[src/rtl/serial_rx_pkg.sv]
package serial_rx_pkg;

  typedef enum logic [1:0] {
    PM_ODD   = 2'd0,
    PM_EVEN  = 2'd1,
    PM_SPACE = 2'd2,
    PM_MARK  = 2'd3
  } par_mode_e;

  typedef enum logic [2:0] {
    ST_IDLE,
    ST_START,
    ST_DATA,
    ST_PAR,
    ST_STOP,
    ST_WAITHI
  } rx_state_e;

  typedef struct packed {
    logic       brk;
    logic       frm;
    logic       perr;
    logic [7:0] data;
  } rx_entry_t;

  localparam int ENTRY_W = $bits(rx_entry_t);

  // Parity bit value a sender would attach to the collected data bits.
  function automatic logic want_parity(input logic [7:0] d, input par_mode_e m);
    logic x;
    x = ^d;
    case (m)
      PM_ODD:   want_parity = ~x;
      PM_EVEN:  want_parity = x;
      PM_SPACE: want_parity = 1'b0;
      default:  want_parity = 1'b1;
    endcase
  endfunction

endpackage

[src/rtl/rx_line_sync.sv]
module rx_line_sync #(
  parameter int STAGES = 2
) (
  input  logic clk,
  input  logic rst,
  input  logic pin,
  input  logic lb_txd,
  input  logic lb_en,
  output logic line_s
);

  logic              src;
  logic [STAGES-1:0] chain;

  assign src = lb_en ? lb_txd : pin;

  for (genvar g = 0; g < STAGES; g++) begin : g_stage
    if (g == 0) begin : g_first
      always_ff @(posedge clk) begin
        if (rst) chain[g] <= 1'b1;
        else     chain[g] <= src;
      end
    end else begin : g_next
      always_ff @(posedge clk) begin
        if (rst) chain[g] <= 1'b1;
        else     chain[g] <= chain[g-1];
      end
    end
  end

  assign line_s = chain[STAGES-1];

endmodule

[src/rtl/rx_framer.sv]
module rx_framer
  import serial_rx_pkg::*;
#(
  parameter int OVS = 8
) (
  input  logic       clk,
  input  logic       rst,
  input  logic       tick,
  input  logic       line_s,
  input  logic       data8,
  input  logic       par_en,
  input  logic [1:0] par_mode,
  output logic       push,
  output rx_entry_t  entry
);

  localparam int             PW     = (OVS > 2) ? $clog2(OVS) : 1;
  localparam logic [PW-1:0]  PH_MID = PW'(OVS / 2 - 1);
  localparam logic [PW-1:0]  PH_END = PW'(OVS - 1);

  rx_state_e     st;
  logic [PW-1:0] ph;
  logic [2:0]    idx;
  logic [7:0]    sh;
  logic          pbit;

  logic [2:0] last_idx;
  logic       at_mid, at_end, exp_p, all_zero;

  assign last_idx = data8 ? 3'd7 : 3'd6;
  assign at_mid   = (ph == PH_MID);
  assign at_end   = (ph == PH_END);
  assign exp_p    = want_parity(sh, par_mode_e'(par_mode));
  assign all_zero = (sh == 8'h00) && !(par_en && pbit);

  always_ff @(posedge clk) begin
    if (rst) begin
      st    <= ST_IDLE;
      ph    <= '0;
      idx   <= '0;
      sh    <= '0;
      pbit  <= 1'b0;
      push  <= 1'b0;
      entry <= '0;
    end else begin
      push <= 1'b0;
      if (tick) begin
        case (st)
          ST_IDLE: begin
            if (!line_s) begin
              st <= ST_START;
              ph <= '0;
            end
          end
          ST_START: begin
            if (at_mid) begin
              ph <= '0;
              if (!line_s) begin
                st   <= ST_DATA;
                idx  <= '0;
                sh   <= '0;
                pbit <= 1'b0;
              end else begin
                st <= ST_IDLE;
              end
            end else begin
              ph <= ph + 1'b1;
            end
          end
          ST_DATA: begin
            if (at_end) begin
              ph      <= '0;
              sh[idx] <= line_s;
              if (idx == last_idx) st <= par_en ? ST_PAR : ST_STOP;
              else                 idx <= idx + 1'b1;
            end else begin
              ph <= ph + 1'b1;
            end
          end
          ST_PAR: begin
            if (at_end) begin
              ph   <= '0;
              pbit <= line_s;
              st   <= ST_STOP;
            end else begin
              ph <= ph + 1'b1;
            end
          end
          ST_STOP: begin
            if (at_end) begin
              ph         <= '0;
              push       <= 1'b1;
              entry.data <= sh;
              entry.perr <= par_en && (pbit != exp_p);
              entry.frm  <= !line_s && !all_zero;
              entry.brk  <= !line_s && all_zero;
              st         <= line_s ? ST_IDLE : ST_WAITHI;
            end else begin
              ph <= ph + 1'b1;
            end
          end
          ST_WAITHI: begin
            if (line_s) st <= ST_IDLE;
          end
          default: st <= ST_IDLE;
        endcase
      end
    end
  end

endmodule

[src/rtl/rx_fifo.sv]
module rx_fifo #(
  parameter int DEPTH = 64,
  parameter int W     = 11,
  parameter int CNT_W = 7
) (
  input  logic             clk,
  input  logic             rst,
  input  logic             flush,
  input  logic             wr,
  input  logic [W-1:0]     wdata,
  input  logic             rd,
  output logic [W-1:0]     rdata,
  output logic [CNT_W-1:0] count,
  output logic [CNT_W-1:0] count_nxt,
  output logic             ovf
);

  localparam int AW = (DEPTH > 1) ? $clog2(DEPTH) : 1;
  localparam logic [AW-1:0]    LAST_PTR = AW'(DEPTH - 1);
  localparam logic [CNT_W-1:0] FULL_CNT = CNT_W'(DEPTH);

  logic [W-1:0]  mem [DEPTH];
  logic [AW-1:0] wp, rp;
  logic          full, empty, do_wr, do_rd;

  assign full  = (count == FULL_CNT);
  assign empty = (count == '0);
  assign do_wr = wr && !full && !flush;
  assign do_rd = rd && !empty && !flush;

  always_ff @(posedge clk) begin
    if (do_wr) mem[wp] <= wdata;
  end

  assign rdata = mem[rp];

  always_comb begin
    count_nxt = count;
    if (flush) count_nxt = '0;
    else if (do_wr && !do_rd) count_nxt = count + 1'b1;
    else if (!do_wr && do_rd) count_nxt = count - 1'b1;
  end

  always_ff @(posedge clk) begin
    if (rst) begin
      wp    <= '0;
      rp    <= '0;
      count <= '0;
      ovf   <= 1'b0;
    end else begin
      count <= count_nxt;
      if (flush) begin
        wp  <= '0;
        rp  <= '0;
        ovf <= 1'b0;
      end else begin
        if (do_wr) wp <= (wp == LAST_PTR) ? '0 : wp + 1'b1;
        if (do_rd) rp <= (rp == LAST_PTR) ? '0 : rp + 1'b1;
        if (wr && full) ovf <= 1'b1;
      end
    end
  end

endmodule

[src/rtl/serial_rx_unit.sv]
module serial_rx_unit
  import serial_rx_pkg::*;
#(
  parameter int DEPTH       = 64,
  parameter int OVS         = 8,
  parameter int SYNC_STAGES = 2,
  parameter int CNT_W       = 7,
  parameter int LVL_W       = 5
) (
  input  logic             clk,
  input  logic             rst,
  input  logic             tick,
  input  logic             rx_pin,
  input  logic             lb_txd,
  input  logic             lb_en,
  input  logic             data8,
  input  logic             par_en,
  input  logic [1:0]       par_mode,
  input  logic             flow_en,
  input  logic [LVL_W-1:0] trig_lvl,
  input  logic [LVL_W-1:0] rts_lvl,
  input  logic             flush,
  input  logic             pop,
  output logic [7:0]       rd_data,
  output logic             rd_par_err,
  output logic             rd_frm_err,
  output logic             rd_brk,
  output logic [CNT_W-1:0] fill,
  output logic             ovf,
  output logic             avail,
  output logic             rts
);

  logic                line_s;
  logic                push;
  rx_entry_t           new_entry;
  rx_entry_t           head;
  logic [ENTRY_W-1:0]  head_v;
  logic [CNT_W-1:0]    count_nxt;

  rx_line_sync #(.STAGES(SYNC_STAGES)) u_sync (
    .clk    (clk),
    .rst    (rst),
    .pin    (rx_pin),
    .lb_txd (lb_txd),
    .lb_en  (lb_en),
    .line_s (line_s)
  );

  rx_framer #(.OVS(OVS)) u_framer (
    .clk      (clk),
    .rst      (rst),
    .tick     (tick),
    .line_s   (line_s),
    .data8    (data8),
    .par_en   (par_en),
    .par_mode (par_mode),
    .push     (push),
    .entry    (new_entry)
  );

  rx_fifo #(.DEPTH(DEPTH), .W(ENTRY_W), .CNT_W(CNT_W)) u_fifo (
    .clk       (clk),
    .rst       (rst),
    .flush     (flush),
    .wr        (push),
    .wdata     (new_entry),
    .rd        (pop),
    .rdata     (head_v),
    .count     (fill),
    .count_nxt (count_nxt),
    .ovf       (ovf)
  );

  assign head       = rx_entry_t'(head_v);
  assign rd_data    = head.data;
  assign rd_par_err = head.perr;
  assign rd_frm_err = head.frm;
  assign rd_brk     = head.brk;

  always_ff @(posedge clk) begin
    if (rst) begin
      avail <= 1'b0;
      rts   <= 1'b1;
    end else begin
      avail <= (count_nxt != '0) && (count_nxt >= CNT_W'(trig_lvl));
      rts   <= !flow_en || (count_nxt < CNT_W'(rts_lvl));
    end
  end

endmodule

[config.mk]
export PLATFORM = sky130hd
export DESIGN_NAME = serial_rx_unit
export DESIGN_NICKNAME = d
export VERILOG_FILES = /design/src/rtl/serial_rx_pkg.sv /design/src/rtl/rx_line_sync.sv /design/src/rtl/rx_framer.sv /design/src/rtl/rx_fifo.sv /design/src/rtl/serial_rx_unit.sv
export SDC_FILE = /design/constraint.sdc
export NUM_CORES = 1
export LEC_CHECK = 0
export BUFFER_PORTS_ARGS = -buffer_cell sky130_fd_sc_hd__buf_2
export CAP_MARGIN = 20
export CORE_UTILIZATION = 45
export DETAILED_ROUTE_END_ITERATION = 8
export SLEW_MARGIN = 20
export SYNTH_ARGS = -nofsm -noshare
export SYNTH_HDL_FRONTEND = slang
export SYNTH_HIERARCHICAL = 1
export SYNTH_SLANG_ARGS = --single-unit
[constraint.sdc]
create_clock -name clk -period 3.7 [get_ports clk]
set_input_delay 0.185 -clock clk [delete_from_list [all_inputs] [get_ports clk]]
set_output_delay 0.185 -clock clk [all_outputs]
set_load 0.01 [all_outputs]
==> flow_metrics.env, run 1 <==
export IMPL_status="complete, no violations"
export IMPL_cellPowerDensity_nw_per_um2=488
export IMPL_grt_max_degree=61
export IMPL_crit_required_ns=3.51
export IMPL_syn_inst=1652
export IMPL_cts_root_buffer="clkbuf_16"
export IMPL_utilization_pct=52.2
export IMPL_reg2reg_depth=10
export IMPL_synthFlopType="edfxtp_1"
export IMPL_end_kind="output pin"
export IMPL_critical_path_class="flip-flop to output pin"
export IMPL_track_usage_pct=20.8
export IMPL_fp_dieH_um=263
export IMPL_final_layout_size_suffix_gt1_share_pct=26.9
export IMPL_final_cells=2737
export IMPL_start_util_pct=45.6
export IMPL_cts_path_max_buffers=3
export IMPL_ys_seq_area_share_pct=72.8
export IMPL_fp_row_count=95
export IMPL_synth_common_cells="edfxtp_1, mux4_2, nor2_1"
export IMPL_max_freq_mhz=286
export IMPL_slew_violations=0
export IMPL_synth_yosys_warnings=6
export IMPL_r2r_slack_ns=0.50
export IMPL_cts_tree="yes"
export IMPL_finalHoldViolCount=0
export IMPL_place_congestion=0.853
export IMPL_holdCritStartpoint="par_mode[1]"
export IMPL_syn_area_per_cell_um2=18.6
export IMPL_antenna_found_initial=3
export IMPL_slew_headroom_pct=26.3
export IMPL_synth_area_um2=30700
export IMPL_first_pass_iters=5
export IMPL_viasPerCell=5.77
export IMPL_reg2reg_to="avail$_SDFF_PP0_"
export IMPL_p_leak_nw=10.5
export IMPL_min_period_ns=3.50
export IMPL_setup_tns_ns=0
export IMPL_synth_most_common_cell="edfxtp_1"
export IMPL_synth_edff_count=704
export IMPL_area_growth_pct=14.6
export IMPL_grt_first_pass_wirelength_mm=106
export IMPL_synth_area_leaders="edfxtp_1, mux4_2, dfxtp_1, nor2_1, mux2i_1"
export IMPL_dp_slack_ns=0.597
export IMPL_dieArea_um2=69200
export IMPL_syn_num_nets=1699
export IMPL_n_antenna_cell=0
export IMPL_dp_hpwl_mm=44.4
export IMPL_post_route_period_util_pct=94.6
export IMPL_maxCapViolCount=0
export IMPL_drtIter0Drc=1353
export IMPL_start_kind="flip-flop"
export IMPL_timing_final_ws_setup_ns=0.199
export IMPL_synth_seq_cells=764
export IMPL_cts_inserted_buffers=79
export IMPL_total_power_mw=17.2
export IMPL_hp_class="input pin to flip-flop"
export IMPL_worstMarginPinSlew_ns=1.10
export IMPL_io_pins=44
export IMPL_overflow=0
export IMPL_synth_top_cell_area_share_pct=68.9
export IMPL_finalClockSkew_ns=0.0148
export IMPL_final_net_count=1849
export IMPL_placedCellCount=2586
export IMPL_clk_pin_slew_worst_paths_ns=0.06
export IMPL_clock_latency_ns=0.61
export IMPL_hold_path_endpoint="u_framer/entry[8]$_SDFFE_PP0P_"
export IMPL_ys_types=75
export IMPL_htreeDepth=3
export IMPL_wl_per_cell_um=25.8
export IMPL_crit_arrival_ns=3.32
export IMPL_rsz0062_at_grt="no"
export IMPL_io_buffers=43
export IMPL_grt_pass1_vias=16300
export IMPL_die_w_um=263
export IMPL_final_setup_viol_count=0
export IMPL_hold_path_depth=4
export IMPL_peakVddDrop_v=0.000259
export IMPL_fp_coreArea_um2=67300
export IMPL_yosysTopAreaCell="edfxtp_1"
export IMPL_drc_errors=0
export IMPL_r2r_start="u_fifo/count[1]$_SDFF_PP0_"
export IMPL_crit_fanout=24
export IMPL_final_antenna_net_count=0
export IMPL_clock_sinks=764
export IMPL_vias=15800
export IMPL_postRouteWirelength_mm=70.5
export IMPL_async_flop_share_pct=0
-- state kept, by name (all words and copies together) (netlist names), 3 cells and up, named ones only --
name and count:
u_fifo/rp 6, u_fifo/mem 704, u_fifo/count 7, u_framer/sh 8, u_framer/ph 3, u_framer/st 3
u_framer/idx 3, u_fifo/wp 6, u_framer/entry 11
-- placed cells by master, fill, tap and decap left out, types with 13 or more instances in the layout --
cell and instances:
edfxtp_1 704, buf_2 43, mux2i_1 32, inv_1 32
clkbuf_16 83, a21oi_1 38, dfxtp_1 45, clkbuf_1 17
nor2b_1 15, o21ai_0 55, o221ai_1 13, clkinv_1 19
ha_1 24, nand2b_1 17, nor3_1 18, nand3_1 24
a211oi_1 14, mux4_2 183, buf_4 105, nand2_1 45
nor2_1 129
-- final cells by class --
class,instances,area [µm²]
Sequential cell,764,22400
Fill cell,5376,32100
Multi-Input combinational cell,761,7770
Clock inverter,43,393
Timing Repair Buffer,163,1250
Inverter,33,124
Clock buffer,100,2140
Tap cell,873,1090
-- logic make-up after synthesis --
logic type               share of synthesized area (%)
XOR/XNOR                                         0.514
flip-flops                                        72.8
buffers and inverters                             1.90
AO/OA/AOI/OAI                                     3.86
multiplexers                                      14.8
AND/OR/NAND/NOR                                   5.12
adder cells (fa/ha/maj)                          0.979
-- metal layers --
metal  GRT usage, %  up-vias  routed length, µm
li1               -     6999                  -
met1           28.6     8251              30100
met2           34.1      457              34800
met3           2.98       95               3750
met4           7.24        2               1940
met5              0        -                 11
-- stage by stage --
step	hold slack, ns	instance area (µm²)
2_1_floorplan	0.258	30700
3_3_place_gp	0.394	32500
3_5_place_dp	0.395	32500
4_1_cts	0.0120	35100
5_1_grt	0.0621	35200
6_report	0.0405	35200
-- report_power, final --
part,total [mW],internal [mW],switching (mW)
Sequential,9.30,9.28,0.0123
Clock,7.79,4.58,3.21
Combinational,0.0859,0.0386,0.0473
Total,17.2,13.9,3.27
-- critical path, stage by stage (launching register included) --
cell	delay, ns
dfxtp_4	0.53
buf_12	0.26
mux4_2	0.56
nor2_1	0.11
a211oi_1	0.07
buf_4	0.20
o21ai_0	0.48
o21ai_0	0.24
buf_2	0.20
-- how the worst max path moves through the flow --
stage | start | endpoint | slack [ns] | cells past startpoint
2_1_floorplan | u_fifo/count[0]$_SDFF_PP0_ | avail$_SDFF_PP0_ | 0.80 | 10
3_3_place_gp | u_fifo/count[3]$_SDFF_PP0_ | avail$_SDFF_PP0_ | 0.63 | 8
3_5_place_dp | u_fifo/count[1]$_SDFF_PP0_ | u_fifo/mem[29][6]$_DFFE_PP_ | 0.60 | 7
4_1_cts | flip-flop | rd_data[5] | 0.18 | 7
5_1_grt | flip-flop | rd_data[5] | 0.05 | 8
6_report | flip-flop | rd_data[5] | 0.20 | 8
-- what timing repair did --
item	CTS	global route
hold buffers	5	0
setup buffers	3	0
setup endpoints to repair	1	1
pin swaps	0	0
hold endpoints to repair	10	0
gates resized for setup	0	1
Note: power is estimated with default switching activity, not from simulation.
==> run 2: changes to the inputs <==
Clock period 3.7 ns to 4.05 ns, I/O delays scaled along.
==> run 2 against run 1 <==
  * Clock power is 6.7% lower
  * Largest cell class unchanged
  * Sequential power is 8.7% lower
  * Routed wire length is 2.2% higher
==> flow_metrics.env, run 2 (synthesized netlist as in run 1, its figures left out) <==
export IMPL_reg2reg_to="u_fifo/mem[35][4]$_DFFE_PP_"
export IMPL_finalHoldViolCount=0
export IMPL_crit_required_ns=3.85
export IMPL_fp_dieH_um=263
export IMPL_fp_coreArea_um2=67300
export IMPL_status="complete, no violations"
export IMPL_timing_final_ws_setup_ns=0.163
export IMPL_cts_tree="yes"
export IMPL_crit_path_top_delay_cell="dfxtp_2"
export IMPL_peakVddDrop_v=0.000364
export IMPL_slew_headroom_pct=30.0
export IMPL_fp_row_count=95
export IMPL_cellPowerDensity_nw_per_um2=452
export IMPL_clock_sinks=764
export IMPL_cts_inserted_buffers=81
export IMPL_postCtsSetupBuffers=0
export IMPL_slew_violations=0
export IMPL_setup_tns_ns=0
export IMPL_r2r_slack_ns=0.71
export IMPL_vias=15900
export IMPL_wl_per_cell_um=26.5
export IMPL_r2r_start="u_fifo/count[0]$_SDFF_PP0_"
export IMPL_critical_path_class="flip-flop to output pin"
export IMPL_clock_latency_ns=0.61
export IMPL_crit_end="rd_data[4]"
export IMPL_clk_pin_slew_worst_paths_ns=0.06
export IMPL_start_util_pct=45.6
export IMPL_dp_slack_ns=0.694
export IMPL_mostFrequentLayoutCells="edfxtp_1, mux4_2, nor2_1"
export IMPL_final_antenna_net_count=0
export IMPL_stdcell_area_um2=35000
export IMPL_htreeDepth=3
export IMPL_fillers=5332
export IMPL_dpl_cell_area_um2=32400
export IMPL_crit_arrival_ns=3.68
export IMPL_io_pins=44
export IMPL_grt_first_pass_wirelength_mm=107
export IMPL_antenna_found_initial=0
export IMPL_multi_input_area_um2=7770
export IMPL_final_common_cell="edfxtp_1"
export IMPL_cpMostUsedCell="o21ai_0"
export IMPL_min_period_ns=3.89
export IMPL_post_route_period_util_pct=96.0
export IMPL_n_antenna_cell=0
export IMPL_slowest_delay_ns=0.94
export IMPL_maxCapViolCount=0
export IMPL_p_leak_nw=12.1
export IMPL_grt_pass1_vias=15900
export IMPL_worstMarginPinSlew_ns=1.05
export IMPL_top_register="u_fifo/mem"
export IMPL_drc_errors=0
export IMPL_rsz0062_at_grt="no"
export IMPL_die_w_um=263
export IMPL_track_usage_pct=21.2
export IMPL_crit_fanout=33
export IMPL_start_kind="flip-flop"
export IMPL_drtIter0Drc=1801
export IMPL_largest_reg_flops=704
export IMPL_hp_class="input pin to flip-flop"
export IMPL_overflow=0
export IMPL_path_cells="mux4_2, mux2i_1, a211oi_1, o21ai_0, buf_4, o21ai_0, buf_2"
export IMPL_layout_area_seq_um2=22400
export IMPL_place_congestion=0.882
export IMPL_first_pass_iters=5
export IMPL_finalClockSkew_ns=0.0206
export IMPL_cts_path_max_buffers=3
export IMPL_top_regs="u_fifo/mem: 704 flops, u_framer/entry: 11 flops, u_framer/sh: 8 flops"
export IMPL_cts_root_buffer="clkbuf_16"
export IMPL_max_freq_mhz=257
export IMPL_cp_top_family="compound AO/OA/AOI/OAI gates"
export IMPL_area_growth_pct=14.2
export IMPL_reg2reg_depth=8
export IMPL_critical_path_buf_inv_count=2
export IMPL_dp_hpwl_mm=45.6
export IMPL_dieArea_um2=69200
export IMPL_cp_depth=7
export IMPL_viasPerCell=5.86
export IMPL_io_buffers=43
export IMPL_utilization_pct=52.1
export IMPL_final_setup_viol_count=0
export IMPL_final_layout_size_suffix_gt1_share_pct=26.7
export IMPL_final_net_count=1832
export IMPL_postRouteWirelength_mm=72.1
export IMPL_end_kind="output pin"
export IMPL_grt_max_degree=65
run 2: changes by cell type in the layout (fill, tap and decap cells not counted), moves of 2 or more:
cell,change
buf_4,-16
bufinv_16,+2
clkbuf_1,-8
dfxtp_4,-2
buf_12,-3
clkinvlp_4,+4
clkinv_2,+5
dfxtp_2,+2
run 2: through the flow:
stage | instances | total power, mW | hold slack, ns
2_1_floorplan | 1652 | 8.71 | 0.275
3_3_place_gp | 2570 | 8.73 | 0.405
3_5_place_dp | 2571 | 8.74 | 0.404
4_1_cts | 2721 | 16.0 | 0.0174
5_1_grt | 2721 | 16.3 | 0.0772
6_report | 2721 | 15.8 | 0.0566
run 2: worst min-delay path by stage:
stage                                                end  cells past startpoint  slack (ns)                       start
after floorplan                         avail$_SDFF_PP0_                      1        0.28                         rst
after global placement          u_sync/line_s$_SDFF_PP1_                      1        0.40  u_sync/chain[0]$_SDFF_PP1_
after detailed placement        u_sync/line_s$_SDFF_PP1_                      1        0.40  u_sync/chain[0]$_SDFF_PP1_
after CTS                 u_framer/entry[8]$_SDFFE_PP0P_                      4        0.02                      par_en
after global routing      u_framer/entry[8]$_SDFFE_PP0P_                      4        0.08                 par_mode[1]
final                     u_framer/entry[8]$_SDFFE_PP0P_                      4        0.06                      par_en
run 2: area by class of cell:
| type | instances | area share (%) |
|---|---|---|
| Clock buffer | 91 | 5.95 |
| Clock inverter | 55 | 1.51 |
| Inverter | 33 | 0.353 |
| Multi-Input combinational cell | 761 | 22.2 |
| Sequential cell | 764 | 63.8 |
| Tap cell | 873 | 3.12 |
| Timing Repair Buffer | 144 | 3.07 |
run 2: timing repair:
action,in CTS,in global routing
endpoints found under the hold margin,6,0
resized for setup,0,0
hold buffers,4,0
run 2: metal layers:
layer  up-vias  global-route usage (%)  routed length (µm)
met5         -                       0                   0
met4         0                    7.25                1940
met3       103                    3.26                4350
met2       502                    33.4               34600
met1      8372                    30.3               31300
li1       6959                       -                   -
run 2: power by group:
| group | internal [mW] | switching (mW) |
|---|---|---|
| clock network | 4.29 | 2.99 |
| registers | 8.48 | 0.0111 |
| logic | 0.0345 | 0.0433 |
| total | 12.8 | 3.04 |
run 2: worst register-to-register path: cells and delay by family, from the launching register on:
family | cells | cell delay [ns]
buffers and inverters | 3 | 0.54
adders and majority gates | 1 | 0.31
AOI/OAI and AO/OA | 1 | 0.14
and+or+nand+nor | 3 | 1.62
DFF | 1 | 0.44
